[config.mk]
export PLATFORM = sky130hd
export DESIGN_NAME = irtx_top
export DESIGN_NICKNAME = d
export VERILOG_FILES = /design/src/rtl/irtx_pkg.sv /design/src/rtl/irtx_buf.sv /design/src/rtl/irtx_presc.sv /design/src/rtl/irtx_carrier.sv /design/src/rtl/irtx_top.sv
export SDC_FILE = /design/constraint.sdc
export NUM_CORES = 1
export LEC_CHECK = 0
export ABC_AREA = 1
export BUFFER_PORTS_ARGS = -buffer_cell sky130_fd_sc_hd__buf_4
export CORE_ASPECT_RATIO = 0.6
export CORE_MARGIN = 2
export CORE_UTILIZATION = 30
export DETAILED_ROUTE_END_ITERATION = 7
export GPL_TIMING_DRIVEN = 0
export PLACE_DENSITY_LB_ADDON = 0.1
export SYNTH_ARGS = -nofsm -noshare
export SYNTH_HDL_FRONTEND = slang
export SYNTH_HIERARCHICAL = 1
export SYNTH_SLANG_ARGS = --single-unit
[constraint.sdc]
create_clock -name clk -period 4.1 [get_ports clk]
set_input_delay 0.615 -clock clk [delete_from_list [all_inputs] [get_ports clk]]
set_output_delay 0.615 -clock clk [all_outputs]
set_load 0.01 [all_outputs]
[src/rtl/irtx_pkg.sv]
package irtx_pkg;

    localparam int BYTE_W = 8;
    localparam int DUR_W  = 2 * BYTE_W - 1;

    typedef enum logic {
        ST_IDLE = 1'b0,
        ST_SEND = 1'b1
    } tx_state_t;

    // A programmed length of zero is treated as one.
    function automatic logic [DUR_W-1:0] at_least_one(input logic [DUR_W-1:0] v);
        return (v == '0) ? DUR_W'(1) : v;
    endfunction

endpackage

[src/rtl/irtx_buf.sv]
module irtx_buf #(
    parameter int DEPTH = 32,
    parameter int AW    = $clog2(DEPTH)
) (
    input  logic          clk,
    input  logic          wr_en,
    input  logic [AW-1:0] wr_addr,
    input  logic [7:0]    wr_data,
    input  logic [AW-1:0] rd_a_addr,
    output logic [7:0]    rd_a_data,
    input  logic [AW-1:0] rd_b_addr,
    output logic [7:0]    rd_b_data
);

    logic [7:0] mem [DEPTH];

    always_ff @(posedge clk) begin
        if (wr_en) begin
            mem[wr_addr] <= wr_data;
        end
    end

    assign rd_a_data = mem[rd_a_addr];
    assign rd_b_data = mem[rd_b_addr];

endmodule

[src/rtl/irtx_presc.sv]
module irtx_presc #(
    parameter int PW = 8
) (
    input  logic          clk,
    input  logic          rst_n,
    input  logic          clr,
    input  logic          run,
    input  logic [PW-1:0] limit,
    output logic          tick
);

    logic [PW-1:0] cnt;

    assign tick = run && (cnt == limit);

    always_ff @(posedge clk or negedge rst_n) begin
        if (!rst_n) begin
            cnt <= '0;
        end else if (clr) begin
            cnt <= '0;
        end else if (run) begin
            cnt <= tick ? '0 : cnt + PW'(1);
        end
    end

endmodule

[src/rtl/irtx_carrier.sv]
module irtx_carrier #(
    parameter int CW = 8
) (
    input  logic          clk,
    input  logic          rst_n,
    input  logic          restart,
    input  logic [CW-1:0] len_high,
    input  logic [CW-1:0] len_low_a,
    input  logic [CW-1:0] len_low_b,
    output logic          car
);

    typedef enum logic {
        PH_HIGH = 1'b0,
        PH_LOW  = 1'b1
    } phase_t;

    phase_t        phase;
    logic          use_b;
    logic [CW-1:0] cnt;
    logic [CW-1:0] lim_high;
    logic [CW-1:0] lim_low;
    logic          phase_done;

    always_comb begin
        lim_high = (len_high == '0) ? CW'(1) : len_high;
        if (use_b) begin
            lim_low = (len_low_b == '0) ? CW'(1) : len_low_b;
        end else begin
            lim_low = (len_low_a == '0) ? CW'(1) : len_low_a;
        end
        phase_done = (phase == PH_HIGH) ? (cnt == lim_high - CW'(1))
                                        : (cnt == lim_low - CW'(1));
    end

    always_ff @(posedge clk or negedge rst_n) begin
        if (!rst_n) begin
            phase <= PH_HIGH;
            use_b <= 1'b0;
            cnt   <= '0;
        end else if (restart) begin
            phase <= PH_HIGH;
            use_b <= 1'b0;
            cnt   <= '0;
        end else if (phase_done) begin
            cnt <= '0;
            unique case (phase)
                PH_HIGH: phase <= PH_LOW;
                PH_LOW: begin
                    phase <= PH_HIGH;
                    use_b <= ~use_b;
                end
            endcase
        end else begin
            cnt <= cnt + CW'(1);
        end
    end

    assign car = (phase == PH_HIGH);

endmodule

[src/rtl/irtx_top.sv]
module irtx_top
    import irtx_pkg::*;
#(
    parameter int BUF_BYTES = 32,
    parameter int CW        = 8,
    parameter int PW        = 8
) (
    input  logic                              clk,
    input  logic                              rst_n,
    input  logic [CW-1:0]                     cfg_car_high,
    input  logic [CW-1:0]                     cfg_car_low_a,
    input  logic [CW-1:0]                     cfg_car_low_b,
    input  logic [PW-1:0]                     cfg_presc,
    input  logic [7:0]                        cfg_base_hi,
    input  logic [7:0]                        cfg_base_lo,
    input  logic                              cfg_wide,
    input  logic [$clog2(BUF_BYTES*8)-1:0]    cfg_last,
    input  logic                              wr_en,
    input  logic [$clog2(BUF_BYTES)-1:0]      wr_addr,
    input  logic [7:0]                        wr_data,
    input  logic                              start,
    output logic                              busy,
    output logic                              led
);

    localparam int AW  = $clog2(BUF_BYTES);
    localparam int ELW = AW + 3;
    localparam int EW  = AW - 1;

    tx_state_t      state;
    tx_state_t      state_nxt;
    logic [ELW-1:0] elem;
    logic [ELW-1:0] nxt_idx;
    logic           env_lvl;
    logic [DUR_W-1:0] env_units;
    logic [DUR_W-1:0] ucnt;

    logic [AW-1:0]  rd_a_addr;
    logic [AW-1:0]  rd_b_addr;
    logic [7:0]     rd_a_data;
    logic [7:0]     rd_b_data;

    logic           nxt_lvl;
    logic [DUR_W-1:0] nxt_units;
    logic           tick;
    logic           launch;
    logic           env_end;
    logic           is_last;
    logic           load;
    logic           car;

    irtx_buf #(.DEPTH(BUF_BYTES), .AW(AW)) u_buf (
        .clk       (clk),
        .wr_en     (wr_en),
        .wr_addr   (wr_addr),
        .wr_data   (wr_data),
        .rd_a_addr (rd_a_addr),
        .rd_a_data (rd_a_data),
        .rd_b_addr (rd_b_addr),
        .rd_b_data (rd_b_data)
    );

    irtx_presc #(.PW(PW)) u_presc (
        .clk   (clk),
        .rst_n (rst_n),
        .clr   (launch),
        .run   (state == ST_SEND),
        .limit (cfg_presc),
        .tick  (tick)
    );

    irtx_carrier #(.CW(CW)) u_car (
        .clk       (clk),
        .rst_n     (rst_n),
        .restart   (load),
        .len_high  (cfg_car_high),
        .len_low_a (cfg_car_low_a),
        .len_low_b (cfg_car_low_b),
        .car       (car)
    );

    // Element decode: index of the element to load next and its level/length.
    always_comb begin
        nxt_idx = (state == ST_IDLE) ? '0 : elem + ELW'(1);
        if (cfg_wide) begin
            rd_a_addr = {nxt_idx[EW-1:0], 1'b0};
            rd_b_addr = {nxt_idx[EW-1:0], 1'b1};
            nxt_lvl   = rd_a_data[7];
            nxt_units = at_least_one({rd_a_data[6:0], rd_b_data});
        end else begin
            rd_a_addr = nxt_idx[ELW-1:3];
            rd_b_addr = nxt_idx[ELW-1:3];
            nxt_lvl   = rd_a_data[3'd7 - nxt_idx[2:0]];
            nxt_units = at_least_one(DUR_W'(nxt_lvl ? cfg_base_hi : cfg_base_lo));
        end
    end

    always_comb begin
        is_last = cfg_wide ? (elem[EW-1:0] == cfg_last[EW-1:0]) : (elem == cfg_last);
        launch  = (state == ST_IDLE) && start;
        env_end = (state == ST_SEND) && tick && (ucnt == env_units - DUR_W'(1));
        load    = launch || (env_end && !is_last);
    end

    // Next-state logic.
    always_comb begin
        state_nxt = state;
        unique case (state)
            ST_IDLE: if (start) state_nxt = ST_SEND;
            ST_SEND: if (env_end && is_last) state_nxt = ST_IDLE;
        endcase
    end

    // State register.
    always_ff @(posedge clk or negedge rst_n) begin
        if (!rst_n) begin
            state <= ST_IDLE;
        end else begin
            state <= state_nxt;
        end
    end

    // Envelope registers.
    always_ff @(posedge clk or negedge rst_n) begin
        if (!rst_n) begin
            elem      <= '0;
            env_lvl   <= 1'b0;
            env_units <= DUR_W'(1);
            ucnt      <= '0;
        end else if (load) begin
            elem      <= nxt_idx;
            env_lvl   <= nxt_lvl;
            env_units <= nxt_units;
            ucnt      <= '0;
        end else if ((state == ST_SEND) && tick) begin
            ucnt <= ucnt + DUR_W'(1);
        end
    end

    // Outputs.
    always_comb begin
        busy = 1'b0;
        led  = 1'b0;
        unique case (state)
            ST_IDLE: begin
                busy = 1'b0;
                led  = 1'b0;
            end
            ST_SEND: begin
                busy = 1'b1;
                led  = env_lvl & car;
            end
        endcase
    end

endmodule

======== Word level (Yosys, flattened, before mapping) ========
Memory sizes are Yosys's and may differ from the RTL's.
Cells that the tools add are included.
word-level totals
  bits in writable memories ............... 256
  bits of input ports ..................... 74
  memories kept ........................... 1
  bits in registers ....................... 58
operators by class
  add/subtract/negate cells ............... 8
  reductions and logical operators ........ 18
  bitwise logic cells ..................... 4
  muxes and demuxes ....................... 36
  eq/ne operators ......................... 6
  magnitude comparators ................... 1
memories
  name       depth  width  rd ports  clocked after memory_dff  write ports  line            source
  u_buf.mem  32     8      2         0                         1            irtx_buf.sv:15  logic [7:0] mem [DEPTH];
operator list
  cell                   count
  $mux 8                 12
  $mux 15                4
  $eq 8x8->1             4
  $logic_not 15->1       2
  $add 8x1->8 const B    3
  $logic_not 8->1        3
  $sub 8x1->8 const B    2
  $add 15x1->15 const B  1
  $eq 15x15->1           1
  $sub 15x1->15 const B  1
  $mux 1                 13
  $mux 5                 2
  $pmux 1 s2             4
  $reduce_bool 2->1      4
  $logic_and 1x1->1      6
  $eq 4x4->1             1
  $lt 3x4->1 const B     1
  $bmux 1 s3             1
  $not 1->1              3
  $sub 3x3->3 const A    1
  $reduce_and 2->1       1
  $and 1x1->1            1
  $logic_not 1->1        1
  $logic_or 1x1->1       1

======== Depth between registers and ports, before layout ========
An unclocked memory read counts as a cell.
  depth in word-level cells ............... 10
  gate-level depth with buffers ........... 28

======== Cells and area by module ========
The synthesis kept the hierarchy.
modules (own cells, without submodules)
  module        area an instance (um^2)  times used  cells each
  irtx_buf      13340.3                  1           1523
  irtx_top      3113.0                   1           483
  irtx_carrier  1053.5                   1           178
  irtx_presc    654.4                    1           106

======== Worst setup path after synthesis ========
No wires, ideal clock.
  path type ............................... input port to flip-flop
  start point ............................. input port cfg_wide
  end point ............................... register env_units[0]
  slack ................................... 0.812 ns
  cell stages on the path ................. 25
  data required time ...................... 4.039 ns
  library setup time ...................... 0.061 ns
  arrival time ............................ 3.228 ns
  path through ............................ clkbuf_1 > inv_1 > clkbuf_1 > o21ai_0 > inv_2 > buf_1 > nand3_1 > nand3_1 > nand2_1 > nand2_1 > nand2_1 > nand2_1 > nand2_1 > nand3_1 > nand3_1 > nand3_1 > nand2_2 > inv_1 > nand2_1 > nand2_1 > nor2_1 > nand2_1 > nand2_1 > nand3_1 > nand2_1
between the ends
  word-level cells in the longest chain between the ends .. 8
ends and longest elaborated chain
  what                          line             source
  start: declaration            irtx_top.sv:16   input logic cfg_wide,
  $mux 5 (*)                    irtx_top.sv:85   if (cfg_wide) begin
  named net rd_a_addr[1]        irtx_top.sv:38   logic [AW-1:0] rd_a_addr;
  $mem_v2 32x8 (*)              --
  named net rd_a_data[4]        irtx_top.sv:40   logic [7:0] rd_a_data;
  $bmux 1 s3                    irtx_top.sv:93   nxt_lvl = rd_a_data[3'd7 - nxt_idx[2:0]];
  $mux 1 (not written as such)  irtx_top.sv:93
  $mux 8                        irtx_top.sv:94   nxt_units = at_least_one(DUR_W'(nxt_lvl ? cfg_base_hi : cfg_base_lo));
  $logic_not 15->1              irtx_pkg.sv:13   return (v == '0) ? DUR_W'(1) : v;
  $mux 8                        irtx_pkg.sv:13
  $mux 15 (*)                   irtx_top.sv:85
  end signal: assignment        irtx_top.sv:133  env_units <= nxt_units;
  end: declaration              irtx_top.sv:35   logic [DUR_W-1:0] env_units;
The timed path passes the listed nets; every way through them passes the cells marked *. The select of a mux whose other input is x is not followed.
A chain may end at the register's enable or synchronous reset.

======== Worst setup path after layout ========
  start point ............................. register elem[0]
  end point ............................... register env_units[0]
between the ends
  word-level cells in the longest chain between the ends .. 10
ends and longest elaborated chain
  what                          line             source
  start: declaration            irtx_top.sv:32   logic [ELW-1:0] elem;
  start signal: assignment      irtx_top.sv:131  elem <= nxt_idx;
  $add 8x1->8 (*)               irtx_top.sv:84   nxt_idx = (state == ST_IDLE) ? '0 : elem + ELW'(1);
  $mux 8 (*)                    irtx_top.sv:84
  $mux 5 (*)                    irtx_top.sv:85
  named net rd_a_addr[1]        irtx_top.sv:38
  $mem_v2 32x8 (*)              --
  named net rd_a_data[6]        irtx_top.sv:40
  $bmux 1 s3                    irtx_top.sv:93
  $mux 1 (not written as such)  irtx_top.sv:93
  $mux 8                        irtx_top.sv:94
  $logic_not 15->1              irtx_pkg.sv:13
  $mux 8                        irtx_pkg.sv:13
  $mux 15 (*)                   irtx_top.sv:85
Marks and branches as above.

==> Flow_metrics.wiki <==
{| class="wikitable"
! Metric !! Value
|-
| Final weighted congestion in routability-driven placement || 0.950
|-
| Master of the slowest instance on the critical path || sky130_fd_sc_hd__dfrtp_1
|-
| Worst max-slew margin expressed relative to the limit || 0.160
|-
| Area of all placed cells without fillers || 0.0212 mm²
|-
| CP max stage delay || 0.39 ns
|-
| Total track usage || 0.243
|-
| Horizontal extent of the die || 322 µm
|-
| Buffers on Ports || 74
|-
| P_sw || 0.00727 W
|-
| Via-per-instance ratio || 5.30
|-
| CTS buffer count || 36
|-
| Power density relative to cell area || 718 mW/mm²
|-
| Number of ports placed on the die boundary || 76
|-
| Logic gate share of total power || 0.508
|-
| Worst Tran Pin Value || 1.26 ns
|-
| Initial Utilization || 0.305
|-
| Reg power frac || 0.259
|-
| Smallest hold slack || 0.142 ns
|-
| Mean routed wirelength per cell || 23.9 µm
|-
| Max-capacitance violation count || 0
|-
| Die area || 0.0626 mm²
|-
| Number of clock sinks seen by CTS || 314
|-
| Per-instance average area after synthesis || 7.93 µm²
|-
| Final Cycle Share || 0.942
|-
| Nature of the critical path endpoint || flip-flop
|-
| Height of the die || 195 µm
|-
| Post-synth cell types || 39
|-
| Critical Path Most Common Cell || sky130_fd_sc_hd__nand2_1
|-
| Later-pin clock latency in the skew report || 0.56 ns
|-
| CTS H-Tree Depth || 2
|-
| Hpwl dp || 56800 µm
|-
| DRT antenna net count || 0
|-
| Number of iterations in the first detailed-routing pass || 6
|-
| Post-route insts no fill || 3220
|-
| Maximum operating frequency || 259 MHz
|-
| Register bit count reported by yosys || 314
|-
| Cell depth of the worst flop-to-flop path || 29
|-
| Capture point of the worst reg-to-reg path || env_units[0]
|-
| Vias in the first global route || 15600
|-
| Count of pins over their slew limit || 0
|-
| Row Count || 69
|-
| Vias post-DR || 17100
|-
| Layout cell share with drive strength beyond 1 || 0.129
|-
| Final layout net count || 2487
|-
| Capturing instance or port of the critical path || env_units[0]
|-
| Total congestion overflow after global routing || 0
|-
| Area added between synthesis and finish || 16.8%
|-
| Switching share of power || 0.477
|-
| Final setup vio count || 0
|-
| Design internal power || 0.00797 W
|-
| Total nets after synthesis || 2370
|-
| Run status || finished, final reports clean
|-
| Worst endpoint data arrival time || 4.35 ns
|-
| Wire length of the first global-routing pass || 110000 µm
|-
| Final hold vios || 0
|-
| TritonCTS clock tree || yes
|-
| Startpoint of the worst-slack reg-to-reg timing path || elem[0]
|-
| Maximum count of clock buffers along a single path || 3
|-
| Type of the worst setup path || flip-flop to flip-flop
|-
| Register area share after synthesis || 0.503
|-
| Critical path data required time || 4.59 ns
|-
| Number of instances in the placed design || 3145
|-
| Number of warnings printed during yosys synthesis || 6
|-
| Aggregate routed wire length || 77100 µm
|-
| Initial antenna violation count || 2
|-
| Fin crit period || 3.86 ns
|-
| Post-synthesis cell count || 2290
|-
| CTS root buffer || sky130_fd_sc_hd__clkbuf_16
|-
| Leakage component of the power || 9.05 nW
|-
| Synthesized cell area || 0.0182 mm²
|-
| Iteration-0 DRC Markers || 2177
|-
| Placed instance area || 0.0197 mm²
|-
| Setup slack of the most critical reg-to-reg path || 0.24 ns
|-
| Worst Setup SP || elem[0]
|-
| Critical Path Fanout Max || 10
|-
| Worst clock skew || 0.0285 ns
|-
| Pin count of the biggest net entering global routing || 59
|-
| Clock share of power || 0.233
|-
| Worst-case vdd ir drop || 0.000268 V
|-
| Area of the placeable core || 0.0595 mm²
|-
| Clock-pin transition on the worst setup and hold timing paths || 0.06 ns
|-
| Startpoint types || flip-flop
|-
| HP Class || input pin to asynchronous set/reset pin
|-
| Residual DRC count || 0
|}
[sequential cells by signal, summed over array words and instances, names as in the netlist]
name,flops
u_buf/mem,256
env_units,15
ucnt,15
elem,8
u_car/cnt,8
u_presc/cnt,8
env_lvl,1
state,1
u_car/phase,1
u_car/use_b,1
[area by class of cell]
type	instances	area, µm²
antenna	6	15.0
buffer	120	958
clock buffer	40	937
clock inverter	24	312
fill	6125	38300
inverter	126	473
multi-input combinational	1730	7800
sequential	314	9140
tap	781	977
timing repair buffer	79	606
[kinds of logic after synthesis]
logic type,synth area share
fa+ha+maj,0.00413
simple gates,0.385
xor+xnor,0.0150
compound gates,0.0168
buf+inv,0.0762
flops,0.503
[through the flow]
| stage | TNS, ns | power, W | utilization | setup slack, ns |
|---|---|---|---|---|
| floorplan | 0 | 0.00833 | - | 0.812 |
| global placement | -7.41 | 0.0112 | 0.331 | -0.959 |
| detailed placement | -7.74 | 0.0112 | 0.331 | -0.997 |
| CTS | 0 | 0.0149 | 0.354 | 0.00990 |
| global route | -0.00252 | 0.0160 | 0.356 | -0.00252 |
| finish | 0 | 0.0152 | 0.357 | 0.239 |
[metal layers]
metal	vias to the layer above	track usage	share of wire
met5	-	0	0.00016
met4	2	0.0388	0.011
met3	72	0.0838	0.13
met2	828	0.299	0.36
met1	8364	0.398	0.50
li1	7810	-	-
[cell usage in the layout, fill, tap and decap left out, drive strengths merged, types with 10 or more instances in the layout]
cell	n
xor2	19
edfxtp	256
nor3	20
nand2	975
clkbuf	65
nand3b	10
inv	127
nor2	134
nand3	476
buf	174
a21oi	10
xnor2	12
dfrtp	57
clkinv	12
o21ai	44
[critical path: cells and delay by family, from the launching register on]
family,cells,cell delay (ns)
adder cells (fa/ha/maj),1,0.19
AND/OR/NAND/NOR,23,2.46
buffers and inverters,3,0.46
AO/OA/AOI/OAI,2,0.28
flip-flops,1,0.39
[what timing repair did]
action | CTS | global route
hold buffers | 0 | 0
pin swaps | 1 | 1
setup endpoints to repair | 9 | 9
resized for setup | 25 | 38
setup buffers | 2 | 3
[worst min-delay path by stage]
stage	end	cells after the start	slack, ns
after floorplan	elem[0]	0	0.32
after global placement	env_units[0]	2	0.52
after detailed placement	env_units[14]	2	0.53
after CTS	u_presc/cnt[3]	1	0.19
after global routing	u_presc/cnt[3]	1	0.22
final	u_presc/cnt[1]	1	0.14
[Yosys cell counts (all sizes together)]
| master | count | area share |
|---|---|---|
| nor4 | 6 | 0.0021 |
| o21ai | 44 | 0.012 |
| or2 | 3 | 0.0010 |
| o21bai | 1 | 0.00041 |
| o22ai | 1 | 0.00034 |
| clkinv | 1 | 0.00021 |
| a21oi | 10 | 0.0028 |
| xnor2 | 12 | 0.0058 |
| nor2 | 134 | 0.031 |
| dfstp | 1 | 0.0014 |
| nand4 | 9 | 0.0039 |
| nor3b | 1 | 0.00041 |
| nand3b | 10 | 0.0041 |
| edfxtp | 256 | 0.42 |
| ha | 6 | 0.0041 |
| inv | 125 | 0.026 |
| a31oi | 2 | 0.00069 |
| xor2 | 19 | 0.0092 |
| nor3 | 20 | 0.0058 |
| nand3 | 476 | 0.13 |
| clkbuf | 21 | 0.0044 |
| a41oi | 1 | 0.00048 |
| buf | 99 | 0.046 |
| dfrtp | 57 | 0.079 |
| nand2 | 975 | 0.20 |
[power by group through the flow]
| stage | Combinational (W) | Clock [W] | Sequential (W) |
|---|---|---|---|
| floorplan | 0.00442 | 0 | 0.00391 |
| global placement | 0.00715 | 0 | 0.00401 |
| detailed placement | 0.00720 | 0 | 0.00401 |
| CTS | 0.00733 | 0.00362 | 0.00395 |
| global route | 0.00831 | 0.00372 | 0.00398 |
| finish | 0.00775 | 0.00354 | 0.00395 |
No activity file was read; power rests on OpenSTA's default activity.
